**src/rtl/ctc_bus_pkg.sv**
```systemverilog
`timescale 1ns/1ps
package ctc_bus_pkg;
  localparam int BYTE_W     = 8;
  localparam int KIND_BIT   = 0;  // 1 = control word
  localparam int SWRST_BIT  = 1;  // software reset of the channel
  localparam int TCNEXT_BIT = 2;  // a time constant follows
  localparam int VEC_LSB    = 3;  // lowest user-supplied vector bit
  localparam int VEC_W      = BYTE_W - VEC_LSB;

  typedef enum logic [1:0] {WK_NONE, WK_CTRL, WK_TCONST, WK_VECTOR} word_kind_e;

  // Sort a written byte by the channel's expectation and its lowest bit.
  function automatic word_kind_e classify_word(input logic tc_due, input logic to_ch0,
                                               input logic [BYTE_W-1:0] b);
    if (tc_due)       return WK_TCONST;
    if (b[KIND_BIT])  return WK_CTRL;
    if (to_ch0)       return WK_VECTOR;
    return WK_NONE;
  endfunction
endpackage

```
**src/rtl/ctc_cycle_decode.sv**
```systemverilog
`timescale 1ns/1ps
module ctc_cycle_decode (
  input  logic clk,
  input  logic rst_n,
  input  logic ce_n,
  input  logic iorq_n,
  input  logic rd_n,
  input  logic m1_n,
  output logic wr_pulse,
  output logic rd_active
);
  logic io_cycle;
  logic wr_cond;
  logic wr_cond_q;

  // An acknowledge (opcode-fetch low) is never a data cycle.
  assign io_cycle  = rst_n && !ce_n && !iorq_n && m1_n;
  assign wr_cond   = io_cycle && rd_n;
  assign rd_active = io_cycle && !rd_n;

  always_ff @(posedge clk) begin
    if (!rst_n) wr_cond_q <= 1'b0;
    else        wr_cond_q <= wr_cond;
  end

  assign wr_pulse = wr_cond && !wr_cond_q;
endmodule

```
**src/rtl/ctc_word_router.sv**
```systemverilog
`timescale 1ns/1ps
module ctc_word_router
  import ctc_bus_pkg::*;
#(
  parameter int NCH = 4,
  localparam int SW = (NCH > 1) ? $clog2(NCH) : 1
) (
  input  logic              clk,
  input  logic              rst_n,
  input  logic              wr_pulse,
  input  logic [SW-1:0]     csel,
  input  logic [BYTE_W-1:0] din,
  output logic [NCH-1:0]    ctrl_we,
  output logic [NCH-1:0]    tc_we,
  output logic              vec_we,
  output logic [BYTE_W-1:0] wdata,
  output logic [NCH-1:0]    tc_pending,
  output logic [NCH-1:0]    chan_ready,
  output logic [VEC_W-1:0]  vec_base
);
  logic [NCH-1:0] hit;
  always_comb begin
    hit = '0;
    if (wr_pulse) hit[csel] = 1'b1;
  end

  for (genvar i = 0; i < NCH; i++) begin : g_ch
    word_kind_e kind;
    logic ctrl_q, tc_q, pend_q, rdy_q;

    assign kind = classify_word(pend_q, (i == 0), din);

    always_ff @(posedge clk) begin
      if (!rst_n) begin
        ctrl_q <= 1'b0;
        tc_q   <= 1'b0;
        pend_q <= 1'b0;
        rdy_q  <= 1'b0;
      end else begin
        ctrl_q <= hit[i] && (kind == WK_CTRL);
        tc_q   <= hit[i] && (kind == WK_TCONST);
        if (hit[i] && kind == WK_CTRL) begin
          pend_q <= din[TCNEXT_BIT];
          if (din[SWRST_BIT]) rdy_q <= 1'b0;
        end else if (hit[i] && kind == WK_TCONST) begin
          pend_q <= 1'b0;
          rdy_q  <= 1'b1;
        end
      end
    end

    assign ctrl_we[i]    = ctrl_q;
    assign tc_we[i]      = tc_q;
    assign tc_pending[i] = pend_q;
    assign chan_ready[i] = rdy_q;
  end

  logic vec_hit;
  assign vec_hit = hit[0] && (classify_word(tc_pending[0], 1'b1, din) == WK_VECTOR);

  always_ff @(posedge clk) begin
    if (!rst_n) begin
      vec_we   <= 1'b0;
      vec_base <= '0;
      wdata    <= '0;
    end else begin
      vec_we <= vec_hit;
      if (vec_hit)  vec_base <= din[BYTE_W-1:VEC_LSB];
      if (wr_pulse) wdata    <= din;
    end
  end
endmodule

```
**src/rtl/ctc_read_mux.sv**
```systemverilog
`timescale 1ns/1ps
module ctc_read_mux
  import ctc_bus_pkg::*;
#(
  parameter int NCH = 4,
  localparam int SW = (NCH > 1) ? $clog2(NCH) : 1
) (
  input  logic [NCH*BYTE_W-1:0] cnt_flat,
  input  logic [SW-1:0]         csel,
  input  logic                  rd_active,
  output logic [BYTE_W-1:0]     dout,
  output logic                  dout_en
);
  logic [BYTE_W-1:0] cnt_arr [NCH];
  for (genvar i = 0; i < NCH; i++) begin : g_unpack
    assign cnt_arr[i] = cnt_flat[i*BYTE_W +: BYTE_W];
  end

  assign dout_en = rd_active;
  assign dout    = rd_active ? cnt_arr[csel] : '0;
endmodule

```
**src/rtl/ctc_bus_if.sv**
```systemverilog
`timescale 1ns/1ps
module ctc_bus_if
  import ctc_bus_pkg::*;
#(
  parameter int NCH = 4,
  localparam int SW = (NCH > 1) ? $clog2(NCH) : 1
) (
  input  logic                  clk,
  input  logic                  rst_n,
  input  logic                  ce_n,
  input  logic                  iorq_n,
  input  logic                  rd_n,
  input  logic                  m1_n,
  input  logic [SW-1:0]         csel,
  input  logic [BYTE_W-1:0]     din,
  input  logic [NCH*BYTE_W-1:0] cnt_flat,
  output logic [BYTE_W-1:0]     dout,
  output logic                  dout_en,
  output logic [NCH-1:0]        ctrl_we,
  output logic [NCH-1:0]        tc_we,
  output logic                  vec_we,
  output logic [BYTE_W-1:0]     wdata,
  output logic [NCH-1:0]        tc_pending,
  output logic [NCH-1:0]        chan_ready,
  output logic [VEC_W-1:0]      vec_base
);
  logic wr_pulse;
  logic rd_active;

  ctc_cycle_decode u_dec (
    .clk(clk), .rst_n(rst_n), .ce_n(ce_n), .iorq_n(iorq_n), .rd_n(rd_n), .m1_n(m1_n),
    .wr_pulse(wr_pulse), .rd_active(rd_active)
  );

  ctc_word_router #(.NCH(NCH)) u_rt (
    .clk(clk), .rst_n(rst_n), .wr_pulse(wr_pulse), .csel(csel), .din(din),
    .ctrl_we(ctrl_we), .tc_we(tc_we), .vec_we(vec_we), .wdata(wdata),
    .tc_pending(tc_pending), .chan_ready(chan_ready), .vec_base(vec_base)
  );

  ctc_read_mux #(.NCH(NCH)) u_rd (
    .cnt_flat(cnt_flat), .csel(csel), .rd_active(rd_active), .dout(dout), .dout_en(dout_en)
  );
endmodule

```
**config.mk**
```make
export PLATFORM = sky130hd
export DESIGN_NAME = ctc_bus_if
export DESIGN_NICKNAME = d
export VERILOG_FILES = /design/src/rtl/ctc_bus_pkg.sv /design/src/rtl/ctc_cycle_decode.sv /design/src/rtl/ctc_word_router.sv /design/src/rtl/ctc_read_mux.sv /design/src/rtl/ctc_bus_if.sv
export SDC_FILE = /design/constraint.sdc
export NUM_CORES = 1
export LEC_CHECK = 0
export ABC_CLOCK_PERIOD_IN_PS = 4700
export CORE_UTILIZATION = 43
export CTS_BUF_LIST = sky130_fd_sc_hd__clkbuf_2
export DETAILED_ROUTE_END_ITERATION = 6
export PLACE_DENSITY = 0.89
export RECOVER_POWER = 50
export SLEW_MARGIN = 20
export SYNTH_ARGS = -nofsm -noshare
export SYNTH_HDL_FRONTEND = slang
export SYNTH_SLANG_ARGS = --single-unit
```
**constraint.sdc**
```tcl
create_clock -name clk -period 4.7 [get_ports clk]
set_input_delay 0.94 -clock clk [delete_from_list [all_inputs] [get_ports clk]]
set_output_delay 0.94 -clock clk [all_outputs]
set_load 0.05 [all_outputs]
```
## Yosys cells after proc, flatten, opt, wreduce, memory -nomap -nowiden

Cells that the tools add are included.

- Reductions and logical operators: 28
- Bitwise logic cells: 1
- Multiplexer cells: 52
- Shift-type cells: 0
- Equal/unequal tests: 13
- $add $sub $neg: 0
- $mul: 0
- Div/mod/pow operators: 0
- Magnitude comparators: 3

Operators by type and width:

| cell | count |
|---|---|
| $mux W2 | 17 |
| $mux W1 | 29 |
| $mux W8 | 3 |
| $bmux W8 S2 | 1 |
| $logic_and A1 B1 Y1 | 16 |
| $eq A2 B2 Y1 const B | 5 |
| $eq A2 B1 Y1 const B | 4 |
| $ne A2 B2 Y1 const B | 4 |
| $reduce_and A2 Y1 | 4 |
| $reduce_bool A2 Y1 | 4 |
| $logic_not A1 Y1 | 4 |
| $mux W4 | 1 |
| $ge A3 B3 Y1 const B | 1 |
| $lt A2 B3 Y1 const B | 1 |
| $not A2 Y3 | 1 |
| $demux W1 S2 | 1 |
| $ge A2 B1 Y1 const B | 1 |

- RAM bits: 0
- Output and inout bits: 39
- Bits in latches: 0
- Memory bits (read-only): 0
- Word-level logic and storage cells: 117
- Bits of input ports: 48
- Flip-flop bits (word level): 31
- Memories kept: 0

## Depth between registers and ports, before layout

- Word-level depth: 11
- Mapped depth: 5
- Gate-level depth less buffers: 3

## By module

From an unflattened synthesis, not the netlist that was laid out.

- Cell total of the unflattened synthesis: 160
- Area, all modules: 1510.2 um^2

By module, submodules not included:

| module | cells an instance | sequential area each (um^2) | times used | area an instance (um^2) |
|---|---|---|---|---|
| ctc_word_router | 124 | 600.6 | 1 | 1178.6 |
| ctc_read_mux | 30 | 0.0 | 1 | 262.8 |
| ctc_cycle_decode | 6 | 20.0 | 1 | 68.8 |

## Worst setup path before layout

No wires, ideal clock.

- Path type: input port to output port
- From: input port rst_n
- To: output port dout[0]
- Stages on the path: 4
- Buffers on the path: 1
- Data arrival time: 2.593 ns
- Slack: 1.167 ns
- Data required time: 3.760 ns
- Cell sequence: buf_4 -> nand4bb_4 -> nor2_1 -> and2_1

- Cells in the longest elaborated chain, start to end: 5

RTL lines:

| element | RTL line | RTL |
|---|---|---|
| from (decl) | ctc_bus_if.sv:9 | `input logic rst_n,` |
| $logic_and A1 B1 Y1 (3 in a row) | ctc_cycle_decode.sv:17 | `assign io_cycle = rst_n && !ce_n && !iorq_n && m1_n;` |
| $logic_and A1 B1 Y1 | ctc_cycle_decode.sv:19 | `assign rd_active = io_cycle && !rd_n;` |
| via dout_en | ctc_bus_if.sv:18 | `output logic dout_en,` |
| $mux W8 | ctc_read_mux.sv:20 | `assign dout = rd_active ? cnt_arr[csel] : '0;` |
| to (decl) | ctc_bus_if.sv:17 | `output logic [BYTE_W-1:0] dout,` |

The timed path passes the listed nets, and every way through them passes these cells.

## Worst setup path in the final report

- From: input port csel[0]
- To: output port dout[2]

- Cells in the longest elaborated chain, start to end: 5

RTL lines:

| element | RTL line | RTL |
|---|---|---|
| from (decl) | ctc_bus_if.sv:14 | `input logic [SW-1:0] csel,` |
| $not A2 Y3 (implied by the code) | ctc_read_mux.sv:20 |  |
| $bmux W8 S2 | ctc_read_mux.sv:20 |  |
| $mux W8 (implied by the code) (2 in a row) | ctc_read_mux.sv:20 |  |
| $mux W8 | ctc_read_mux.sv:20 |  |

Every way passes these cells. The select of a mux whose other input is x is not followed.

==> impl_metrics.toml <==
[cells_and_area]
seq_area_um2 = 621
drive_gt1_share_pct = 11.9
multi_input_area_um2 = 742
stdcell_area_um2 = 2360
nNetsFinal = 274
antennaDiodeCount = 0
final_cells = 273
mostFrequentLayoutCell = "clkdlybuf4s50_1"
layout_common_cells = "clkdlybuf4s50_1, dfxtp_1, nand2_1, dlygate4sd3_1, mux2i_1"
n_fill_cell = 259
syn_to_final_growth_pct = 51.5

[outcome]
outcome = "finished, final reports clean"

[drt]
drt-total-wl_um = 4060
viasPerCell = 5.10
via_count = 1391
drt_iter0_markers = 29
wl_per_cell_um = 14.9
remaining_drc_errors = 0
first_pass_iters = 4
antenna_left = 0

[timing]
finalSetupTns_ns = 0
finalCriticalPeriod_ns = 3.84
whs_ns = 0.462
hold_viol = 0
rsz0062_at_grt = "false"
maxSlewHeadroom_pct = 27.7
tightest_slew_ns = 1.08
max_freq_ghz = 0.260
period_share_pct = 81.7
setup_violations = 0
drv_slew = 0
finClkSkew_ns = 0.0209

[die]
die_area_um2 = 3860
die_h_um = 62.1
die-width_um = 62.1
placementRows = 21
core_area_um2 = 3390
io_pins = 87
initial_core_util_pct = 45.9

[critical_path]
critPathRequiredTime_ns = 3.76
cp_max_fo = 14
crit_arrival_ns = 2.90
cp_slowest_stage_delay_ns = 1.02
crit_chain = "dlygate4sd3_1 -> mux4_2 -> and2_1 -> buf_4"
critical_path_class = "input pin to output pin"
end_kind = "output pin"
critPathSlowestCell = "dlygate4sd3_1"
start_kind = "input pin"

[hold_path]
hold_class = "flip-flop to flip-flop"

[synth]
synth_seq_cells = 31
avgSynthCellArea_um2 = 10.2
syn-num-nets = 201
synth-seq-area-share_pct = 39.9
synth_top_area_share_pct = 39.9
synth_warnings = 0
synth_edf_count = 0
async_flop_share_pct = 0
syn_inst = 153
synth_area_leaders = "dfxtp_1, mux4_2, mux2i_1"
syn_area_um2 = 1560
synth_ff_type = "dfxtp_1"
yosysUniqueCellTypes = 31
synth.largest_area_cell = "dfxtp_1"

[cts]
cts.sinks = 31
clk_path_buf_depth = 2
cts.repair.resized = 0
hold_buffers = 0
clock-root-buffer = "clkbuf_2"
h-tree-depth = 2
post_cts_buffers = 0
clk_pin_slew_ns = 0.17
cts_tree = "done"
cts_made_buffers = 5
clock_latency_ns = 0.37

[pwr]
vdd_drop_max_v = 0.000158
power.leakage_nw = 0.958
powerDensity_nw_per_um2 = 227

[grt]
grt_pass1_vias = 1321
antenna_found_initial = 0
grt.overflow.total = 0
grt_pass1_wl_um = 6500
grt_start_max_net_pins = 27
grt_usage_pct = 22.1

[placed_design]
place_congestion = 0.759
placed_area_um2 = 2320
post-dp-hpwl_um = 3120
port_buffers = 86
place_inst = 265

[job]
max-cap-violations = 0
Yosys cell counts, types with 3 or more instances:
cell type,count
inv_1,5
a31o_1,3
buf_2,3
dfxtp_1,31
mux4_2,8
mux2i_1,14
buf_4,17
and2_1,11
nand2_1,25
clkbuf_1,3
nand4_1,3
nor3_1,4
layout make-up:
type                    count  area share (%)
flip-flops and latches     31            26.3
multi-input cells          93            31.5
repair buffers             89            36.1
well taps                  46            2.44
clock buffers               5            1.06
clock inverters             3            1.65
inverters                   6           0.956
routing by layer:
| layer | part of all wire [%] | up-vias | global-route usage (%) |
|---|---|---|---|
| li1 | - | 669 | - |
| met1 | 39 | 630 | 23.1 |
| met2 | 49 | 80 | 39.0 |
| met3 | 9.9 | 12 | 9.38 |
| met4 | 2.8 | 0 | 8.43 |
| met5 | 0 | - | 0 |
where the power goes:
group	switching, W	leakage, nW	internal (W)
combinational	0.0000354	0.668	0.0000536
clock	0.0000914	0.0404	0.0000876
sequential	0.00000102	0.250	0.000265
total	0.000128	0.958	0.000406
through the flow:
| stage | worst slack [ns] | total power, W | util (%) |
|---|---|---|---|
| finish | 0.860 | 0.000534 | 69.5 |
| global route | 0.763 | 0.000560 | 69.5 |
| CTS | 0.916 | 0.000541 | 70.3 |
| detailed placement | 0.912 | 0.000363 | 68.4 |
| global placement | 0.928 | 0.000362 | 68.4 |
| floorplan | 1.17 | 0.000311 | - |
worst max-delay path: cells and delay by family:
| family | cells | cell delay (ns) |
|---|---|---|
| and+or+nand+nor | 1 | 0.17 |
| muxes | 1 | 0.59 |
| buffers and inverters | 2 | 1.20 |
sequential cells by signal, summed over array words and instances (netlist names):
register,flops
u_rt.vec_we,1
u_rt.g_ch.pend_q,4
u_rt.g_ch.tc_q,4
u_rt.wdata,8
u_rt.vec_base,5
u_dec.wr_cond_q,1
u_rt.g_ch.ctrl_q,4
u_rt.g_ch.rdy_q,4
cell families after synthesis:
logic type	Yosys count	synth area share, %
compound gates	8	4.02
buf+inv	29	11.3
flops	31	39.9
mux	22	20.6
simple gates	63	24.1
path summary, 6_finish.rpt:
kind	from	end	slack (ns)	cells after the start
worst max register to register	u_dec.wr_cond_q	u_rt.vec_base[1]	3.29	3
worst min register to register	u_rt.g_ch[3].rdy_q	u_rt.g_ch[3].rdy_q	0.46	2
worst max-delay path	csel[0]	dout[2]	0.86	4
worst min-delay path	u_rt.g_ch[3].rdy_q	u_rt.g_ch[3].rdy_q	0.46	2
Note: power is estimated with default switching activity, not from simulation.
